### src/rtl/eth_dma_pkg.sv
package eth_dma_pkg;

  localparam int WORD_BYTES = 4;

  typedef enum logic [1:0] {
    XK_SINGLE = 2'b00,
    XK_FIXED  = 2'b01,
    XK_UNDEF  = 2'b10
  } xfer_kind_e;

  typedef struct packed {
    xfer_kind_e  kind;
    logic [4:0]  beats;
  } burst_plan_t;

  // Burst length from the select code.
  function automatic logic [4:0] fixed_beats(input logic [1:0] sel);
    case (sel)
      2'd0:    return 5'd4;
      2'd1:    return 5'd8;
      default: return 5'd16;
    endcase
  endfunction

  // Byte lanes from offset 'off' that still belong to the buffer.
  function automatic logic [3:0] lane_mask(input logic [1:0] off, input logic [31:0] rem);
    logic [3:0] m;
    for (int k = 0; k < WORD_BYTES; k++)
      m[k] = (32'(k) >= 32'(off)) && (32'(k) < 32'(off) + rem);
    return m;
  endfunction

  // Shape of the next burst from the current offset and remaining bytes.
  function automatic burst_plan_t plan_burst(input logic [1:0] off, input logic [31:0] rem,
                                             input logic [4:0] fb);
    burst_plan_t p;
    if (off != 2'd0) begin
      p.kind  = XK_SINGLE;
      p.beats = 5'd1;
    end else if ((rem >> 2) >= 32'(fb)) begin
      p.kind  = XK_FIXED;
      p.beats = fb;
    end else begin
      p.kind  = XK_UNDEF;
      p.beats = 5'((rem + 32'd3) >> 2);
    end
    return p;
  endfunction

  // Both ends of [s, l] inside [base, base+size).
  function automatic logic in_window(input logic [32:0] s, input logic [32:0] l,
                                     input logic [31:0] base, input logic [31:0] size);
    return (s >= {1'b0, base}) && (l < ({1'b0, base} + {1'b0, size}));
  endfunction

endpackage

### src/rtl/eth_dma_chan.sv
module eth_dma_chan
  import eth_dma_pkg::*;
#(
  parameter int          AW        = 32,
  parameter int          LW        = 16,
  parameter logic [31:0] DRAM_BASE = 32'h2000_0000,
  parameter logic [31:0] DRAM_SIZE = 32'h0010_0000,
  parameter logic [31:0] EXT_BASE  = 32'h8000_0000,
  parameter logic [31:0] EXT_SIZE  = 32'h1000_0000
) (
  input  logic          clk,
  input  logic          rst_n,
  input  logic          start,
  input  logic [AW-1:0] addr_in,
  input  logic [LW-1:0] len_in,
  input  logic          err_clr,
  input  logic          beat_fire,
  input  logic [2:0]    beat_bytes,
  input  logic          finish,
  output logic          busy,
  output logic [AW-1:0] addr,
  output logic [LW-1:0] rem,
  output logic          done,
  output logic          err
);

  logic [32:0] first_b, last_b;
  logic        region_ok;

  assign first_b   = 33'(addr_in);
  assign last_b    = (len_in == '0) ? first_b : first_b + 33'(len_in) - 33'd1;
  assign region_ok = in_window(first_b, last_b, DRAM_BASE, DRAM_SIZE) ||
                     in_window(first_b, last_b, EXT_BASE, EXT_SIZE);

  always_ff @(posedge clk or negedge rst_n) begin
    if (!rst_n) begin
      busy <= 1'b0;
      addr <= '0;
      rem  <= '0;
      done <= 1'b0;
      err  <= 1'b0;
    end else begin
      done <= 1'b0;
      if (err_clr) err <= 1'b0;
      if (start && !busy) begin
        if (!region_ok) begin
          err <= 1'b1;
        end else if (len_in == '0) begin
          done <= 1'b1;
        end else begin
          busy <= 1'b1;
          addr <= addr_in;
          rem  <= len_in;
        end
      end else if (busy && beat_fire) begin
        addr <= addr + AW'(beat_bytes);
        rem  <= rem - LW'(beat_bytes);
        if (rem == LW'(beat_bytes)) begin
          busy <= 1'b0;
          done <= 1'b1;
        end
      end else if (busy && finish) begin
        busy <= 1'b0;
        done <= 1'b1;
      end
    end
  end

endmodule

### src/rtl/eth_dma_arb.sv
module eth_dma_arb #(
  parameter int NCH = 2
) (
  input  logic [NCH-1:0] req,
  input  logic           idle,
  output logic           grant_valid,
  output logic           grant_ch
);
  // Highest index (receive) wins; decided only between bursts.
  assign grant_valid = idle && (|req);
  assign grant_ch    = req[NCH-1];
endmodule

### src/rtl/eth_dma_seq.sv
module eth_dma_seq
  import eth_dma_pkg::*;
#(
  parameter int LW = 16
) (
  input  logic          clk,
  input  logic          rst_n,
  input  logic [1:0]    burst_sel,
  input  logic          grant_valid,
  input  logic          grant_ch,
  input  logic [1:0]    sel_off,
  input  logic [LW-1:0] sel_rem,
  input  logic          rx_frame_end,
  input  logic          m_ready,
  output logic          m_valid,
  output logic          m_write,
  output logic [1:0]    m_kind,
  output logic [4:0]    m_blen,
  output logic          m_last,
  output logic [3:0]    m_strb,
  output logic          beat_fire,
  output logic [2:0]    beat_bytes,
  output logic          fin_rx,
  output logic          in_burst,
  output logic          cur_ch,
  output logic          burst_start,
  output logic          dummy_beat
);

  xfer_kind_e  cur_kind;
  logic [4:0]  cur_blen, left;
  logic        dummy_q, fire;
  burst_plan_t plan;

  assign plan        = plan_burst(sel_off, 32'(sel_rem), fixed_beats(burst_sel));
  assign burst_start = !in_burst && grant_valid;
  assign dummy_beat  = in_burst && cur_ch && (rx_frame_end || dummy_q);
  assign m_strb      = dummy_beat ? 4'b0000 : lane_mask(sel_off, 32'(sel_rem));
  assign beat_bytes  = 3'($countones(m_strb));
  assign fire        = in_burst && m_ready;
  assign beat_fire   = fire && !dummy_beat;
  assign fin_rx      = fire && m_last && dummy_beat;

  assign m_valid = in_burst;
  assign m_write = cur_ch;
  assign m_kind  = cur_kind;
  assign m_last  = (left == 5'd1);
  assign m_blen  = (cur_kind == XK_FIXED)  ? cur_blen :
                   (cur_kind == XK_SINGLE) ? 5'd1 : 5'd0;

  always_ff @(posedge clk or negedge rst_n) begin
    if (!rst_n) begin
      in_burst <= 1'b0;
      cur_ch   <= 1'b0;
      cur_kind <= XK_SINGLE;
      cur_blen <= '0;
      left     <= '0;
      dummy_q  <= 1'b0;
    end else if (burst_start) begin
      in_burst <= 1'b1;
      cur_ch   <= grant_ch;
      cur_kind <= plan.kind;
      cur_blen <= plan.beats;
      left     <= plan.beats;
      dummy_q  <= 1'b0;
    end else if (fire) begin
      left <= left - 5'd1;
      if (dummy_beat) dummy_q <= 1'b1;
      if (m_last) in_burst <= 1'b0;
    end
  end

endmodule

### src/rtl/eth_dma_engine.sv
module eth_dma_engine
  import eth_dma_pkg::*;
#(
  parameter int          AW        = 32,
  parameter int          LW        = 16,
  parameter logic [31:0] DRAM_BASE = 32'h2000_0000,
  parameter logic [31:0] DRAM_SIZE = 32'h0010_0000,
  parameter logic [31:0] EXT_BASE  = 32'h8000_0000,
  parameter logic [31:0] EXT_SIZE  = 32'h1000_0000
) (
  input  logic          clk,
  input  logic          rst_n,
  input  logic [1:0]    burst_sel,
  input  logic          tx_start,
  input  logic [AW-1:0] tx_addr,
  input  logic [LW-1:0] tx_len,
  output logic          tx_done,
  output logic          tx_err,
  input  logic          tx_err_clr,
  input  logic          rx_start,
  input  logic [AW-1:0] rx_addr,
  input  logic [LW-1:0] rx_len,
  output logic          rx_done,
  output logic          rx_err,
  input  logic          rx_err_clr,
  output logic          m_valid,
  input  logic          m_ready,
  output logic          m_write,
  output logic [AW-1:0] m_addr,
  output logic [1:0]    m_kind,
  output logic [4:0]    m_blen,
  output logic          m_last,
  output logic [3:0]    m_strb,
  output logic [31:0]   m_wdata,
  input  logic [31:0]   m_rdata,
  output logic          tx_out_valid,
  output logic [31:0]   tx_out_data,
  output logic [3:0]    tx_out_strb,
  input  logic [31:0]   rx_in_data,
  input  logic          rx_frame_end,
  output logic          rx_pop
);

  localparam int NCH   = 2;
  localparam int CH_RX = NCH - 1;

  logic [NCH-1:0] ch_start, ch_clr, ch_busy, ch_done, ch_err, ch_fire, ch_fin, ch_req;
  logic [AW-1:0]  ch_addr_in [NCH];
  logic [LW-1:0]  ch_len_in  [NCH];
  logic [AW-1:0]  ch_addr    [NCH];
  logic [LW-1:0]  ch_rem     [NCH];

  logic          grant_valid, grant_ch, in_burst, cur_ch, burst_start, dummy_beat;
  logic          beat_fire, fin_rx, idle_fin, sel_ch;
  logic [2:0]    beat_bytes;
  logic [AW-1:0] sel_addr;
  logic [LW-1:0] sel_rem;

  assign ch_start      = {rx_start, tx_start};
  assign ch_clr        = {rx_err_clr, tx_err_clr};
  assign ch_addr_in[0] = tx_addr;
  assign ch_addr_in[1] = rx_addr;
  assign ch_len_in[0]  = tx_len;
  assign ch_len_in[1]  = rx_len;

  // Frame already over at a boundary: receive ends without a bus cycle.
  assign idle_fin = !in_burst && ch_busy[CH_RX] && rx_frame_end;

  generate
    for (genvar c = 0; c < NCH; c++) begin : g_ch
      assign ch_fire[c] = beat_fire && (cur_ch == c[0]);
      if (c == CH_RX) begin : g_rx
        assign ch_req[c] = ch_busy[c] && !rx_frame_end;
        assign ch_fin[c] = fin_rx || idle_fin;
      end else begin : g_tx
        assign ch_req[c] = ch_busy[c];
        assign ch_fin[c] = 1'b0;
      end
      eth_dma_chan #(
        .AW(AW), .LW(LW), .DRAM_BASE(DRAM_BASE), .DRAM_SIZE(DRAM_SIZE),
        .EXT_BASE(EXT_BASE), .EXT_SIZE(EXT_SIZE)
      ) u_chan (
        .clk(clk), .rst_n(rst_n), .start(ch_start[c]), .addr_in(ch_addr_in[c]),
        .len_in(ch_len_in[c]), .err_clr(ch_clr[c]), .beat_fire(ch_fire[c]),
        .beat_bytes(beat_bytes), .finish(ch_fin[c]), .busy(ch_busy[c]),
        .addr(ch_addr[c]), .rem(ch_rem[c]), .done(ch_done[c]), .err(ch_err[c])
      );
    end
  endgenerate

  eth_dma_arb #(.NCH(NCH)) u_arb (
    .req(ch_req), .idle(!in_burst), .grant_valid(grant_valid), .grant_ch(grant_ch)
  );

  assign sel_ch   = in_burst ? cur_ch : grant_ch;
  assign sel_addr = ch_addr[sel_ch];
  assign sel_rem  = ch_rem[sel_ch];

  eth_dma_seq #(.LW(LW)) u_seq (
    .clk(clk), .rst_n(rst_n), .burst_sel(burst_sel), .grant_valid(grant_valid),
    .grant_ch(grant_ch), .sel_off(sel_addr[1:0]), .sel_rem(sel_rem),
    .rx_frame_end(rx_frame_end), .m_ready(m_ready), .m_valid(m_valid),
    .m_write(m_write), .m_kind(m_kind), .m_blen(m_blen), .m_last(m_last),
    .m_strb(m_strb), .beat_fire(beat_fire), .beat_bytes(beat_bytes),
    .fin_rx(fin_rx), .in_burst(in_burst), .cur_ch(cur_ch),
    .burst_start(burst_start), .dummy_beat(dummy_beat)
  );

  assign m_addr  = {sel_addr[AW-1:2], 2'b00};
  assign m_wdata = rx_in_data;
  assign rx_pop  = m_valid && m_ready && cur_ch && !dummy_beat;
  assign tx_done = ch_done[0];
  assign rx_done = ch_done[CH_RX];
  assign tx_err  = ch_err[0];
  assign rx_err  = ch_err[CH_RX];

  always_ff @(posedge clk or negedge rst_n) begin
    if (!rst_n) begin
      tx_out_valid <= 1'b0;
      tx_out_data  <= '0;
      tx_out_strb  <= '0;
    end else begin
      tx_out_valid <= m_valid && m_ready && !cur_ch;
      tx_out_data  <= m_rdata;
      tx_out_strb  <= m_strb;
    end
  end

endmodule

### config.mk
export PLATFORM = sky130hd
export DESIGN_NAME = eth_dma_engine
export DESIGN_NICKNAME = d
export VERILOG_FILES = /design/src/rtl/eth_dma_pkg.sv /design/src/rtl/eth_dma_chan.sv /design/src/rtl/eth_dma_arb.sv /design/src/rtl/eth_dma_seq.sv /design/src/rtl/eth_dma_engine.sv
export SDC_FILE = /design/constraint.sdc
export NUM_CORES = 1
export LEC_CHECK = 0
export BUFFER_PORTS_ARGS = -buffer_cell sky130_fd_sc_hd__clkbuf_2
export CAP_MARGIN = 20
export CORE_UTILIZATION = 38
export DETAILED_ROUTE_END_ITERATION = 10
export HOLD_SLACK_MARGIN = 0.05
export SLEW_MARGIN = 10
export SYNTH_ARGS = -nofsm -noshare
export SYNTH_HDL_FRONTEND = slang
export SYNTH_SLANG_ARGS = --single-unit
export TNS_END_PERCENT = 50
### constraint.sdc
create_clock -name clk -period 9.26 [get_ports clk]
set_input_delay 1.389 -clock clk [delete_from_list [all_inputs] [get_ports clk]]
set_output_delay 1.389 -clock clk [all_outputs]
set_load 0.005 [all_outputs]
==> results of run 1 <==
==> path summary, 6_finish.rpt <==
kind / end / cells after the start
setup reg to reg: g_ch[1].u_chan.addr[27] / 30
min in group asynchronous: tx_out_data[6] / 1
hold / removal: u_seq.cur_blen[3] / 2
setup / recovery: g_ch[1].u_chan.addr[27] / 31
hold reg to reg: u_seq.cur_blen[3] / 2
max in group asynchronous: g_ch[1].u_chan.addr[25] / 2
==> area by class of cell <==
| type | count | share of cell area |
|---|---|---|
| Sequential cell | 154 | 0.235 |
| Inverter | 215 | 0.0491 |
| Clock inverter | 14 | 0.0106 |
| Timing Repair Buffer | 239 | 0.0755 |
| Multi-Input combinational cell | 1389 | 0.565 |
| Tap cell | 511 | 0.0389 |
| Clock buffer | 18 | 0.0261 |
==> metal layers <==
layer / global-route usage / wire, um / vias up
li1: - / - / 7033
met1: 0.333 / 22000 / 7015
met2: 0.424 / 23300 / 492
met3: 0.0399 / 2650 / 76
met4: 0.0709 / 1220 / 0
met5: 0 / 0 / -
==> through the flow <==
stage	hold WS (ns)	utilization
3_3_place_gp	0.454	0.421
5_1_grt	0.492	0.437
3_5_place_dp	0.457	0.421
6_report	0.466	0.437
4_1_cts	0.473	0.437
2_1_floorplan	0.438	-
==> registers in the layout, indices dropped and copies added, names as in the netlist, 2 cells and up <==
register and cells:
g_ch.u_chan.addr 64, u_seq.cur_blen 5, u_seq.m_kind 2, tx_out_strb 4, g_ch.u_chan.busy 2, g_ch.u_chan.done 2, u_seq.left 5, g_ch.u_chan.err 2
tx_out_data 32, g_ch.u_chan.rem 32
==> synth_stat cells (7+ instances only) <==
cell         n
a31oi_1     16
nor2b_1     25
a311oi_1    10
nand2b_1    13
o21bai_1    10
a21oi_1    158
a2bb2oi_1    7
o21ai_0     96
o221ai_1    14
and3_1      31
o31ai_1     13
o22ai_1     38
inv_1      215
or3_1        9
nor4_1      38
o211ai_1    17
buf_2        8
dfrtp_1    154
nor3_1      62
xnor2_1     12
ha_1       142
mux2_2      30
a21o_1      20
nand3_1     63
nand4_1     36
mux2i_1     22
a211oi_1    16
o21a_1      12
buf_4       34
nor2_1     115
clkbuf_1    61
a211o_1     11
and2_1      10
xor2_1      10
a22oi_1     13
nand2_1    185
==> power groups by stage <==
stage	combinational, mW	clock, mW	sequential [mW]
global route	2.91	0.773	1.30
CTS	2.58	0.745	1.25
detailed placement	2.56	0	1.26
finish	2.59	0.733	1.26
global placement	2.51	0	1.26
floorplan	1.84	0	1.12
==> worst max-delay path, delay by kind of cell <==
family                     cells  cell delay (ns)
and+or+nand+nor                8             1.94
AOI/OAI and AO/OA             11             2.50
buffers and inverters          5             0.59
xor gates and xnor gates       1             0.22
muxes                          1             0.37
adders and majority gates      5             1.69
==> kinds of logic (layout without fill, tap and decap cells) <==
| group | after synthesis | after routing | share of synthesized area |
|---|---|---|---|
| multiplexers | 52 | 52 | 0.0386 |
| other | 1 | 2 | 0.000260 |
| flip-flops | 154 | 154 | 0.267 |
| adder cells (fa/ha/maj) | 147 | 147 | 0.129 |
| XOR/XNOR | 22 | 22 | 0.0133 |
| AO/OA/AOI/OAI | 534 | 534 | 0.242 |
| buffers and inverters | 322 | 486 | 0.0937 |
| AND/OR/NAND/NOR | 632 | 632 | 0.217 |
==> qor.yml, run 1 <==
fin_skew_ns: 0.0109
synthArstFlopShare: 1.00
clock.fmax_ghz: 0.119
syn_inst: 1864
pwr-share-comb: 0.566
synth_edf_count: 0
p_int_mw: 2.40
vias_per_cell: 5.75
rows: 71
crit_required_ns: 9.60
synth_flop_cell: "dfrtp_1"
yosys.cell_types.count: 83
clock_latency_ns: 0.44
drt_iter0_markers: 982
yosys-top-cells-area: "dfrtp_1 (27%), ha_1 (12%), inv_1 (5.6%)"
final_cell_mix: "clkbuf_2 (223), inv_1 (215), nand2_1 (185)"
ant_nets: 0
power.total_mw: 4.58
cts_buffers: 17
cts_htree_levels: 4
place_hpwl_mm: 39.1
io_buffers: 223
finalSetupTns_ns: 0
grt_pass1_vias: 14000
fill_cells: 3921
worst_path_most_repeated_cell: "ha_1"
cts_buffer_depth: 2
seq_area_um2: 3850
crit_start: "rx_frame_end"
die_area_um2: 38800
worstSetupPathType: "input pin to flop"
routed_wirelength_mm: 49.2
final_common_cell: "clkbuf_2"
cts_setup_buffers: 0
p_switching_mw: 2.18
cts.sinks: 154
min_path_type: "flop to flop"
path_max_fanout: 9
layout-drive-gt1-share: 0.158
syn_avg_cell_area_um2: 7.75
antennaDiodeCount: 0
grt_pass1_wl_mm: 77.4
cp-end-kind: "flop"
max-cap-violations: 0
finalSetupViolations: 0
routedWlPerCell_um: 19.4
instances_no_fill: 2540
ff2ff_setup_slack_ns: 1.36
cts_tree: "built"
setup_ws_ns: 0.867
clkPwrFrac: 0.160
p_leak_nw: 7.77
num_vias: 14600
final_design_area_no_fill_um2: 16400
initial_core_util: 0.385
hp-start: "u_seq.cur_blen[3]"
yosys.area.top_type_share: 0.267
worst_pin_slew_ns: 1.03
root_buffer: "clkbuf_16"
die_w_um: 197
period_minus_slack_ns: 8.39
yosysTopAreaCell: "dfrtp_1"
nets: 2331
rsz0062_at_grt: "false"
seq_power_share: 0.274
ir_drop_uv: 178
ys_warn_count: 0
crit_slowest_cell: "fa_1"
fin_crit_sh: 0.906
r2r_start: "u_seq.in_burst"
cts_hold_buf: 0
core_um2: 37600
grt_max_degree: 91
powerDensity_nw_per_um2: 279
cts_resized: 0
fp.dieH_um: 197
worst_setup_path_start_kind: "input pin"
firstDrtPassIters: 6
drc_errors: 0
slew_violations: 0
max_slew_margin: 0.307
syn_area_um2: 14400
outcome: "finished, final reports clean"
synth_seq_cells: 154
dp_cells: 2507
grt_usage: 0.252
area_delta_synth_final_pct: 13.6
multi_input_area_um2: 9280
critPathMaxStageDelay_ns: 0.72
critPathArrivalTime_ns: 8.74
dpl-instance-area_um2: 15800
seq_area_frac_synth: 0.267
overflow: 0
place.gp.congestion: 0.942
place_ws_ns: 0.484
io_pins: 290
clkTransAtPathRegs_ns: 0.07
p_sw_frac: 0.476
grt_antenna_before_repair: 0
finalHoldViolCount: 0
No activity file was read; power rests on OpenSTA's default activity.
==> run 2, diff against run 1 <==
--- a/config.mk
+++ b/config.mk
@@ -10,6 +10,7 @@
 export CORE_UTILIZATION = 38
 export DETAILED_ROUTE_END_ITERATION = 10
 export HOLD_SLACK_MARGIN = 0.05
+export PLACE_DENSITY = 0.62
 export SLEW_MARGIN = 10
 export SYNTH_ARGS = -nofsm -noshare
 export SYNTH_HDL_FRONTEND = slang
==> run 2 against run 1 <==
Against the previous run:
- via count fell by 0.49%
- global-route usage fell by 0.17 points
- clock skew barely moved
- critical path depth rose by 2
- critical endpoint unchanged
==> qor.yml, run 2 (synthesis results as in run 1) <==
outcome: "finished, final reports clean"
rows: 71
hold_depth: 2
holdPathEnd: "u_seq.cur_blen[3]"
overflow: 0
rr_endpoint: "g_ch[1].u_chan.addr[27]"
grt_max_degree: 91
initial_core_util: 0.385
final_cell_mix: "clkbuf_2 (222), inv_1 (215), nand2_1 (185)"
cts_buffers: 17
grt_pass1_vias: 13900
p_int_mw: 2.42
worst_setup_path_start_kind: "input pin"
r2r_start: "u_seq.in_burst"
area_delta_synth_final_pct: 14.0
largest_reg_flops: 64
fin_skew_ns: 0.0113
layout-drive-gt1-share: 0.161
powerDensity_nw_per_um2: 280
die_area_um2: 38800
max_slew_margin: 0.326
clock_latency_ns: 0.44
p_sw_frac: 0.475
fp.dieH_um: 197
crit_slowest_cell: "fa_2"
p_switching_mw: 2.19
die_w_um: 197
crit_required_ns: 9.60
core_um2: 37600
finalHoldViolCount: 0
place_hpwl_mm: 39.0
fin_crit_sh: 0.918
firstDrtPassIters: 5
finalSetupViolations: 0
drt_iter0_markers: 994
grt_pass1_wl_mm: 77.0
critPathArrivalTime_ns: 8.84
clkTransAtPathRegs_ns: 0.07
pwr-share-comb: 0.569
drc_errors: 0
ff2ff_setup_slack_ns: 1.29
rsz0062_at_grt: "false"
min_path_type: "flop to flop"
io_buffers: 223
ant_nets: 0
reg2reg_depth: 32
cp-end-kind: "flop"
cts_tree: "built"
cts_htree_levels: 4
worst_pin_slew_ns: 1.01
period_minus_slack_ns: 8.50
max-cap-violations: 0
io_pins: 290
critPathMaxStageDelay_ns: 0.71
finalSetupTns_ns: 0
clkPwrFrac: 0.158
power.total_mw: 4.62
top_register: "g_ch.u_chan.addr"
path_max_fanout: 9
vias_per_cell: 5.72
cts_buffer_depth: 2
final_util: 0.439
clock.fmax_ghz: 0.118
worstSetupPathType: "input pin to flop"
cts.sinks: 154
p_leak_nw: 7.79
cts_hold_buf: 0
grt_usage: 0.251
antennaDiodeCount: 0
reg.largest.list: "g_ch.u_chan.addr: 64 flops, g_ch.u_chan.rem: 32 flops, tx_out_data: 32 flops"
ir_drop_uv: 240
grt_antenna_before_repair: 0
final_common_cell: "clkbuf_2"
num_vias: 14500
nets: 2334
hp-start: "u_seq.cur_blen[3]"
routed_wirelength_mm: 49.2
slew_violations: 0
place.gp.congestion: 0.902
root_buffer: "clkbuf_16"
seq_power_share: 0.273
routedWlPerCell_um: 19.4
-- run 2: cell types whose count changed in the layout (fill, tap and decap cells not counted), sizes merged --
cell | before | now
clkbuf | 241 | 240
clkinv | 2 | 1
buf | 16 | 20
-- run 2: worst max-delay path by stage --
stage,startpoint,end,slack (ns)
finish,rx_frame_end,g_ch[1].u_chan.addr[27],0.76
global route,rx_frame_end,g_ch[1].u_chan.addr[31],0.15
CTS,rx_frame_end,g_ch[1].u_chan.addr[27],0.42
detailed placement,rx_frame_end,g_ch[1].u_chan.addr[27],0.0002
global placement,rx_frame_end,g_ch[1].u_chan.addr[27],0.17
floorplan,rx_frame_end,g_ch[1].u_chan.addr[27],0.33
-- run 2: routing by layer --
| layer | GRT usage | wire, um | up-vias |
|---|---|---|---|
| met5 | 0 | 0 | - |
| met4 | 0.0623 | 938 | 0 |
| met3 | 0.0358 | 2700 | 58 |
| met2 | 0.423 | 23200 | 513 |
| met1 | 0.336 | 22300 | 6943 |
| li1 | - | - | 7031 |
-- run 2: repair_timing --
action,in CTS,in global routing
gates resized for setup,0,3
setup endpoints to repair,0,10
buffers inserted,0,4
-- run 2: area by class of cell --
cell class,count,area [um^2]
clock buffers,18,439
inverters,215,807
clock inverters,13,154
fillers,3853,21100
repair buffers,242,1300
multi-input cells,1389,9280
well taps,511,639
flip-flops and latches,154,3850
-- run 2: critical path: cells and delay by family --
kind                     cells  cell delay (ns)
AO/OA/AOI/OAI               11             2.48
AND/OR/NAND/NOR              9             2.36
adder cells (fa/ha/maj)      5             1.59
buffers and inverters        7             0.85
multiplexers                 1             0.17
-- run 2: per-stage QoR --
stage | instance area, um^2 | setup WS (ns) | std cells | hold WS (ns)
finish | 16500 | 0.761 | 2542 | 0.470
global route | 16500 | 0.151 | 2542 | 0.508
CTS | 16400 | 0.416 | 2537 | 0.474
detailed placement | 15800 | 0.000203 | 2506 | 0.458
global placement | 15800 | 0.170 | 2506 | 0.456
floorplan | 14500 | 0.328 | 1865 | 0.438
-- run 2: power groups by stage --
stage / Combinational, mW / Sequential (mW) / Clock, mW
final: 2.63 / 1.26 / 0.731
after global routing: 2.94 / 1.30 / 0.769
after CTS: 2.58 / 1.26 / 0.740
after detailed placement: 2.54 / 1.27 / 0
after global placement: 2.50 / 1.26 / 0
after floorplan: 1.84 / 1.12 / 0
==> run 3, diff against run 2 <==
--- a/config.mk
+++ b/config.mk
@@ -7,10 +7,11 @@
 export LEC_CHECK = 0
 export BUFFER_PORTS_ARGS = -buffer_cell sky130_fd_sc_hd__clkbuf_2
 export CAP_MARGIN = 20
-export CORE_UTILIZATION = 38
+export CORE_UTILIZATION = 57
+export CTS_CLUSTER_DIAMETER = 60
 export DETAILED_ROUTE_END_ITERATION = 10
 export HOLD_SLACK_MARGIN = 0.05
-export PLACE_DENSITY = 0.62
+export PLACE_DENSITY = 0.85
 export SLEW_MARGIN = 10
 export SYNTH_ARGS = -nofsm -noshare
 export SYNTH_HDL_FRONTEND = slang
==> run 3 against run 2 <==
Against the previous run:
- global-route usage increased by 9.1 points
- cell count decreased by 7.4%
- register-to-register slack lost 0.22 ns
- final area fell by 1.8%
- non-clock buffer count down 3
- power is 1.9% lower
- fmax is 1.9% lower
- critical path type unchanged
- critical endpoint is now g_ch[1].u_chan.addr[31]
==> qor.yml, run 3 (synthesis results as in run 1) <==
r2r_start: "g_ch[1].u_chan.busy"
routed_wirelength_mm: 45.1
grt_usage: 0.342
ir_drop_uv: 211
finalHoldViolCount: 0
initial_core_util: 0.587
core_um2: 24600
hp-start: "u_seq.cur_blen[2]"
cts.sinks: 154
root_buffer: "clkbuf_16"
antennaDiodeCount: 0
crit_slowest_cell: "fa_1"
cts_tree: "built"
grt_pass1_wl_mm: 71.1
max-cap-violations: 0
dpl-instance-area_um2: 15600
crit_start: "rx_frame_end"
io_buffers: 223
slew_violations: 0
layout-drive-gt1-share: 0.158
clock_latency_ns: 0.44
cts_buffers: 17
worstSetupPathType: "input pin to flop"
final_cell_mix: "clkbuf_2 (222), inv_1 (215), nand2_1 (185)"
vias_per_cell: 6.37
final_common_cell: "clkbuf_2"
power.total_mw: 4.53
top_register: "g_ch.u_chan.addr"
ff2ff_setup_slack_ns: 1.07
rows: 57
io_pins: 290
finalSetupViolations: 0
critPathArrivalTime_ns: 9.02
clkTransAtPathRegs_ns: 0.07
num_vias: 15000
reg.largest.list: "g_ch.u_chan.addr: 64 flops, g_ch.u_chan.rem: 32 flops, tx_out_data: 32 flops"
drt_iter0_markers: 1668
finalSetupTns_ns: 0
min_path_type: "flop to flop"
routedWlPerCell_um: 19.2
fin_crit_sh: 0.936
fin_skew_ns: 0.00871
area_delta_synth_final_pct: 12.0
cp-end-kind: "flop"
grt_antenna_before_repair: 0
max_slew_margin: 0.380
final_util: 0.658
worst_path_most_repeated_cell: "ha_1"
grt_max_degree: 95
place_hpwl_mm: 35.3
worst_pin_slew_ns: 0.922
multi_input_area_um2: 9280
crit_required_ns: 9.62
fill_cells: 2080
period_minus_slack_ns: 8.67
critPathMaxStageDelay_ns: 0.74
ant_nets: 0
nets: 2331
cts_buffer_depth: 2
p_leak_nw: 7.76
final_design_area_no_fill_um2: 16200
place.gp.congestion: 0.985
hold_slack_ns: 0.490
cts_htree_levels: 4
die_w_um: 161
cts_setup_buffers: 0
seq_area_um2: 3850
grt_pass1_vias: 13800
rsz0062_at_grt: "false"
clock.fmax_ghz: 0.115
die_area_um2: 26000
fp.dieH_um: 161
firstDrtPassIters: 5
path_max_fanout: 14
overflow: 0
largest_reg_flops: 64
drc_errors: 0
outcome: "finished, final reports clean"
powerDensity_nw_per_um2: 280
worst_setup_path_start_kind: "input pin"
[run 3: changes by cell type in the layout (fill, tap and decap cells not counted), moves of 2 or more]
cell,change
bufinv_16,-2
clkinv_8,+4
inv_6,-5
inv_8,+4
[run 3: critical path, delay by kind of cell]
family                     cells  cell delay [ns]
muxes                          1             0.46
and+or+nand+nor               10             2.11
xor gates and xnor gates       1             0.19
adders and majority gates      5             1.72
AOI/OAI and AO/OA             11             2.60
buffers and inverters          4             0.54
[run 3: final timing paths]
kind,endpoint,cells past startpoint
min reg2reg,u_seq.cur_blen[2],2
min,u_seq.cur_blen[2],2
min in group asynchronous,u_seq.cur_blen[0],1
max,g_ch[1].u_chan.addr[31],32
max reg2reg,g_ch[1].u_chan.addr[31],31
max in group asynchronous,g_ch[1].u_chan.addr[24],2
[run 3: layout make-up]
cell class,count,share of cell area
clock buffer,17,0.0263
clock inverter,15,0.0106
inverter,215,0.0499
multi-input combinational,1389,0.573
sequential,154,0.238
tap,324,0.0251
timing repair buffer,239,0.0768
[run 3: what timing repair did]
action	4_1_cts	5_1_grt
gates resized for setup	0	1
setup endpoints to repair	0	2
hold buffers	0	0
[run 3: where the power goes]
part	switching, mW	internal [mW]	total [mW]
Combinational	1.50	1.07	2.57
Sequential	0.329	0.916	1.24
Clock	0.346	0.363	0.709
[run 3: through the flow]
stage	setup slack [ns]	std cells
3_5_place_dp	0.161	2321
4_1_cts	0.542	2353
6_report	0.595	2353
3_3_place_gp	0.460	2321
5_1_grt	0.0618	2353
2_1_floorplan	0.328	1865
[run 3: routing by layer]
metal,part of all wire,global-route usage
met5,0,0
met4,0.031,0.135
met3,0.086,0.0403
met2,0.46,0.554
met1,0.42,0.465
